--- src/rtl/adc_mux_seq.sv ---
module adc_mux_seq #(
  parameter int RES_W  = 24,
  parameter int DATA_W = 32,
  parameter int ADDR_W = 4,
  parameter int SHIFT  = 8
) (
  input  logic              clk,
  input  logic              rst,
  input  logic              slow_tick,
  input  logic [1:0]        fir_len,
  input  logic [1:0]        chop_mode,
  input  logic              fir_done,
  input  logic [RES_W-1:0]  fir_result,
  output logic              fir_start,
  output logic              ram_we,
  output logic [ADDR_W-1:0] ram_addr,
  output logic [DATA_W-1:0] ram_wdata,
  output logic              chop_inv,
  output logic              cycle_done,
  output logic              overrun
);

  localparam int NSLOT  = 7;
  localparam int SLOT_W = $clog2(NSLOT);
  localparam int CAT_W  = RES_W + SHIFT;

  typedef enum logic [1:0] {S_IDLE, S_CONV, S_HOLD} st_t;

  st_t               st;
  logic [SLOT_W-1:0] slot;
  logic [1:0]        ticks, len_q;

  function automatic logic [ADDR_W-1:0] addr_of(input logic [SLOT_W-1:0] s);
    case (s)
      0:       addr_of = ADDR_W'(4'h0);
      1:       addr_of = ADDR_W'(4'h3);
      2:       addr_of = ADDR_W'(4'h2);
      3:       addr_of = ADDR_W'(4'h1);
      4:       addr_of = ADDR_W'(4'hA);
      5:       addr_of = ADDR_W'(4'hB);
      default: addr_of = ADDR_W'(4'h9);
    endcase
  endfunction

  wire             last     = (slot == SLOT_W'(NSLOT-1));
  wire [1:0]       len_req  = (fir_len == 2'd3) ? 2'd3 : fir_len + 2'd1;
  wire             launch   = slow_tick && (st != S_CONV);
  wire             wrap     = launch && (st == S_HOLD) && last;
  wire             finish   = (st == S_CONV) && fir_done;
  wire             counting = (st == S_CONV) && slow_tick && !fir_done && (ticks != len_q);
  wire             expire   = counting && (ticks + 2'd1 == len_q);
  wire             next_pol = (chop_mode == 2'd0) ? 1'b0 :
                              (chop_mode == 2'd1) ? 1'b1 : ~chop_inv;
  wire [CAT_W-1:0] shifted  = {fir_result, {SHIFT{1'b0}}};

  always_ff @(posedge clk) begin
    if (rst) begin
      st         <= S_IDLE;
      slot       <= '0;
      ticks      <= '0;
      len_q      <= 2'd1;
      fir_start  <= 1'b0;
      ram_we     <= 1'b0;
      ram_addr   <= '0;
      ram_wdata  <= '0;
      chop_inv   <= 1'b0;
      cycle_done <= 1'b0;
      overrun    <= 1'b0;
    end else begin
      fir_start  <= launch;
      cycle_done <= wrap;
      overrun    <= expire;
      ram_we     <= finish;
      if (finish) begin
        ram_addr  <= addr_of(slot);
        ram_wdata <= DATA_W'(shifted);
        st        <= S_HOLD;
      end else if (counting) begin
        ticks <= ticks + 2'd1;
      end
      if (launch) begin
        st    <= S_CONV;
        ticks <= '0;
        len_q <= len_req;
        if (st == S_HOLD) slot <= last ? '0 : slot + SLOT_W'(1);
      end
      if (wrap) chop_inv <= next_pol;
    end
  end

  p_start_tick_r2: assert property (@(posedge clk) disable iff (rst)
    fir_start |-> $past(slow_tick));
  p_start_pulse_r2: assert property (@(posedge clk) disable iff (rst)
    fir_start |=> !fir_start);
  p_no_start_on_write_r3: assert property (@(posedge clk) disable iff (rst)
    ram_we |-> !fir_start);
  p_write_after_done_r4: assert property (@(posedge clk) disable iff (rst)
    ram_we |-> $past(fir_done));
  p_write_data_r5: assert property (@(posedge clk) disable iff (rst)
    ram_we |-> (ram_wdata == DATA_W'({$past(fir_result), {SHIFT{1'b0}}})));
  p_overrun_tick_r6: assert property (@(posedge clk) disable iff (rst)
    overrun |-> ($past(slow_tick) && !fir_start && !ram_we));
  p_wrap_start_r7: assert property (@(posedge clk) disable iff (rst)
    cycle_done |-> fir_start);
  p_chop_hold_r8: assert property (@(posedge clk) disable iff (rst)
    !cycle_done |-> $stable(chop_inv));

endmodule

--- config.mk ---
export PLATFORM = sky130hd
export DESIGN_NAME = adc_mux_seq
export DESIGN_NICKNAME = d
export VERILOG_FILES = /design/src/rtl/adc_mux_seq.sv
export SDC_FILE = /design/constraint.sdc
export NUM_CORES = 1
export LEC_CHECK = 0
export BUFFER_PORTS_ARGS = -buffer_cell sky130_fd_sc_hd__clkbuf_2
export CORE_AREA = 2 2 72 67
export CTS_CLUSTER_DIAMETER = 150
export DETAILED_ROUTE_END_ITERATION = 7
export DIE_AREA = 0 0 74 69
export PLACE_DENSITY = 0.7
export SLEW_MARGIN = 20
export SYNTH_ARGS = -nofsm -noshare
export SYNTH_HDL_FRONTEND = slang
export SYNTH_SLANG_ARGS = --single-unit
--- constraint.sdc ---
create_clock -name clk -period 1.5 [get_ports clk]
set_input_delay 0.15 -clock clk [delete_from_list [all_inputs] [get_ports clk]]
set_output_delay 0.15 -clock clk [all_outputs]
set_load 0.01 [all_outputs]
## Yosys cells after proc, flatten, opt, wreduce, memory -nomap -nowiden

Cells that the tools add are included.

| storage, ports and cells | value |
|---|---|
| input bits | 32 |
| output and inout port bits | 41 |
| logic and storage cells | 52 |
| bits in registers | 42 |

| cells by class | value |
|---|---|
| bitwise operators | 2 |
| reductions and logical operators | 15 |
| eq/ne operators | 13 |
| multiplexer cells | 7 |
| $add $sub $neg | 3 |

Operator list:

| cell | number |
|---|---|
| $pmux W4 S6 | 1 |
| $eq A3 B3 Y1 const B | 3 |
| $logic_and A1 B1 Y1 | 8 |
| $eq A3 B2 Y1 const B | 2 |
| $add A2 B1 Y2 const B | 2 |
| $eq A2 B1 Y1 const B | 2 |
| $eq A2 B2 Y1 const B | 2 |
| $mux W1 | 4 |
| $reduce_and A2 Y1 | 2 |
| $add A3 B1 Y3 const B | 1 |
| $eq A3 B1 Y1 const B | 1 |
| $logic_not A3 Y1 | 1 |
| $mux W3 | 1 |
| $eq A2 B2 Y1 | 1 |
| $logic_not A2 Y1 | 1 |
| $mux W2 | 1 |
| $ne A2 B1 Y1 const B | 1 |
| $ne A2 B2 Y1 | 1 |
| $not A1 Y1 | 2 |
| $reduce_bool A2 Y1 | 1 |
| $reduce_or A2 Y1 | 1 |
| $logic_not A1 Y1 | 1 |

## Longest topological paths before layout

| logic depth | value |
|---|---|
| depth after elaboration | 5 |
| depth in mapped cells | 6 |

## Worst setup path before layout

OpenSTA, ideal clock, no wires.

| timing path | value |
|---|---|
| kind | reg2reg |
| start | reg slot[0] |
| end | reg slot[2] |
| path slack | 0.224 ns |
| stages on the path, launching flop included | 7 |
| arrival | 1.161 ns |
| clock period less this slack | 1.276 ns |
| data required time | 1.386 ns |
| setup time | 0.114 ns |
| cells stage by stage | dfxtp_1 -> buf_6 -> and2_1 -> ha_1 -> inv_1 -> nor2_1 -> a2111oi_0 |

| between the ends | value |
|---|---|
| longest elaborated chain between the ends | 2 |
| elaborated cells between the ends (all ways) | 3 |
| those cells by class | add/sub: 1; eq/ne: 1; mux: 1 |

Ends and longest elaborated chain:

| item | line | source |
|---|---|---|
| from (decl) | 30 | `logic [SLOT_W-1:0] slot;` |
| from (signal assigned) | 85 | `if (st == S_HOLD) slot <= last ? '0 : slot + SLOT_W'(1);` |
| $add A3 B1 Y3 or $eq A3 B3 Y1 (tied branches) | 85, 45 |  |
| $mux W3 (*) | 85 |  |

Mark *: on every way between the ends. The rest lies on a longest branch, timed or not.
A chain may end at the register's enable or synchronous reset.

## Worst setup path in the final report

| timing path | value |
|---|---|
| start | reg slot[1] |
| end | reg slot[2] |

The elaborated chain is that of the path after synthesis.

==> metrics.yaml <==
run_status: "complete, no violations"
yosysSeqAreaShare_pct: 48.31
syn_area_sq_mm: 0.001699
syn_to_final_growth_pct: 25.33
io_pins: 73
clock_latency_ps: 290
finalInstanceArea_sq_mm: 0.002130
cts_tree: "yes"
setup_viol: 0
final_layout_size_suffix_gt1_share_pct: 30.83
dp_hpwl_mm: 2.592
cp.arrival_ps: 1510
via_per_inst: 4.546
avgSynthCellArea_sq_um: 8.412
yosysWarnings: 0
worst_slack_ps: 158.0
hold_depth: 3
peakVddDrop_v: 0.0003785
synth-main-ff-cell: "dfxtp_1"
die_y_um: 69
clk_pin_slew_ps: 70
start_util_pct: 39.10
p_switching_mw: 0.5212
globalRoute.totalOverflow: 0
p_int_mw: 1.602
clockBufferDepth: 2
clkPwrFrac_pct: 33.9
n_antenna_cell: 0
ys_ff_latch: 41
cap_viol_max_count: 0
hold_viol_final: 0
reg2reg_depth: 5
cts-htree-levels: 2
hp-class: "input pin to register"
slew_viol_final: 0
max_stage_delay_ps: 410
criticalPathCategory: "register to register"
place_area_sq_mm: 0.002043
gp_congestion: 0.7142
drt_iter0_drc: 47
p_leak_nw: 0.9476
cp_max_fo: 7
grt_pass1_vias: 1266
grtUsageTotal_pct: 14.39
cellPowerDensity_mw_per_mm2: 997.1
critPathLaunch: "slot[1]"
p_comb_share_pct: 11.7
synth_area_leaders: "dfxtp_1, nand2_1, a21oi_1"
yosysUniqueCellTypes: 39
pre_cts_ws_ps: 189.0
critPathCaptureType: "register"
wl_mm: 3.643
startpoint_type: "register"
ctsHoldBuffers: 0
finalSetupTns_ps: 0
path_buf_inv: 1
rr_endpoint: "slot[2]"
cp.depth: 5
r2r-start: "slot[1]"
endpoint: "slot[2]"
clock_skew_ps: 5.006
grt_pass1_wl_mm: 5.782
cts_root_buf: "clkbuf_8"
grt_start_max_net_pins: 26
num_vias: 1491
antenna_found_initial: 0
drtPass1Iterations: 4
rows: 23
syn_inst: 202
p_sw_share_pct: 24.55
io_buffers: 63
core_sq_mm: 0.004345
synth_edf_count: 0
cts_setup_buffers: 0
cp_slowest_cell: "dfxtp_1"
crit_chain: "and2_1 > ha_1 > inv_1 > nor2_1 > a2111oi_0"
synth_top_cell_by_area: "dfxtp_1"
wl_per_cell_um: 11.11
cts_buffers: 5
cts_resized: 0
fmax_mhz: 745.2
synth_top_area_share_pct: 48.31
nets: 299
rsz0062_at_grt: "no"
required_ps: 1670
total_power_mw: 2.123
period_needed_ps: 1342
crit_family: "flip-flops"
fill_cells: 444
reg2reg_slack_ps: 160
cts_sinks: 41
synth-async-reset-ratio_pct: 0
die_w_um: 74
die_area_sq_mm: 0.005106
seq_power_share_pct: 54.4
drc: 0
antenna_left: 0
period_share_pct: 89.47
==> sequential cells by signal (all words and copies together) (netlist names) <==
register,flops
chop_inv,1
ram_we,1
len_q,2
st,2
ram_wdata,24
slot,3
ram_addr,3
overrun,1
fir_start,1
ticks,2
cycle_done,1
==> stage by stage <==
step / utilization [%] / hold WS, ps / std cells
CTS: 49.01 / 65.67 / 328
global route: 49.01 / 68.97 / 328
floorplan: - / 286.0 / 210
detailed placement: 47.02 / 380.4 / 321
global placement: 47.02 / 375.4 / 321
finish: 49.01 / 75.28 / 328
==> power groups by stage <==
stage / registers (mW) / logic, mW / clock network (mW)
after floorplan: 1.19 / 0.148 / 0
after global placement: 1.18 / 0.246 / 0
after detailed placement: 1.18 / 0.249 / 0
after CTS: 1.16 / 0.250 / 0.749
after global routing: 1.16 / 0.273 / 0.794
final: 1.16 / 0.248 / 0.720
==> synth_stat cells (2+ instances only) <==
master / count
nand2_1: 53
inv_1: 6
buf_4: 11
buf_2: 4
or3_1: 2
clkbuf_1: 3
nor4_1: 2
o21ai_0: 4
dfxtp_1: 41
a21oi_1: 31
nor3_1: 5
nor2_1: 10
a311oi_1: 2
xor2_1: 2
buf_6: 2
==> cells in the final DEF (no fill, tap or decap), drive strengths merged, types with 2 or more instances in the layout <==
| cell type | Yosys | layout |
|---|---|---|
| a311oi | 2 | 2 |
| nand2 | 53 | 53 |
| xor2 | 2 | 2 |
| o21ai | 4 | 4 |
| nor3 | 5 | 5 |
| nor4 | 2 | 2 |
| clkbuf | 3 | 70 |
| a21oi | 31 | 31 |
| inv | 6 | 6 |
| buf | 17 | 6 |
| nand3b | 3 | 3 |
| or3 | 2 | 2 |
| nor2 | 10 | 10 |
| conb | 1 | 9 |
| dfxtp | 41 | 41 |
| or3b | 2 | 2 |
==> layout make-up <==
type                    count  area [sq um]  share of cell area, %
clock buffers               7         86.33                  4.054
flip-flops and latches     41         820.8                  38.54
multi-input cells         143         749.5                  35.19
repair buffers             69         372.9                  17.51
inverters                   6         22.52                  1.058
well taps                  62         77.57                  3.643
==> metal layers <==
layer	vias up	wire length [um]	track usage [%]
li1	785	-	-
met1	638	1765	18.73
met2	66	1550	21.53
met3	2	294	5.263
met4	0	34	5.455
met5	-	0	0
==> cell families (layout without fill, tap and decap cells) <==
kind of cell | Yosys count | count (layout) | synth area share [%]
fa+ha+maj | 1 | 1 | 0.7363
mux | 1 | 1 | 0.5891
simple gates | 86 | 86 | 24.89
compound gates | 44 | 44 | 14.88
flops | 41 | 41 | 48.31
xor+xnor | 2 | 2 | 1.031
buf+inv | 26 | 82 | 9.352
other cells | 1 | 9 | 0.2207
==> worst min-delay path by stage <==
stage	startpoint	slack, ps	endpoint
finish	fir_result[11]	80	ram_wdata[19]
global route	fir_result[20]	70	ram_wdata[28]
CTS	fir_result[5]	70	ram_wdata[13]
detailed placement	fir_result[11]	380	ram_wdata[19]
global placement	fir_result[16]	380	ram_wdata[24]
floorplan	fir_result[2]	290	ram_wdata[10]
==> worst min-delay path, stage by stage <==
cell      delay (ps)
clkbuf_2          80
nand2_1           40
a21oi_1           50
(Power assumes the default switching activity.)
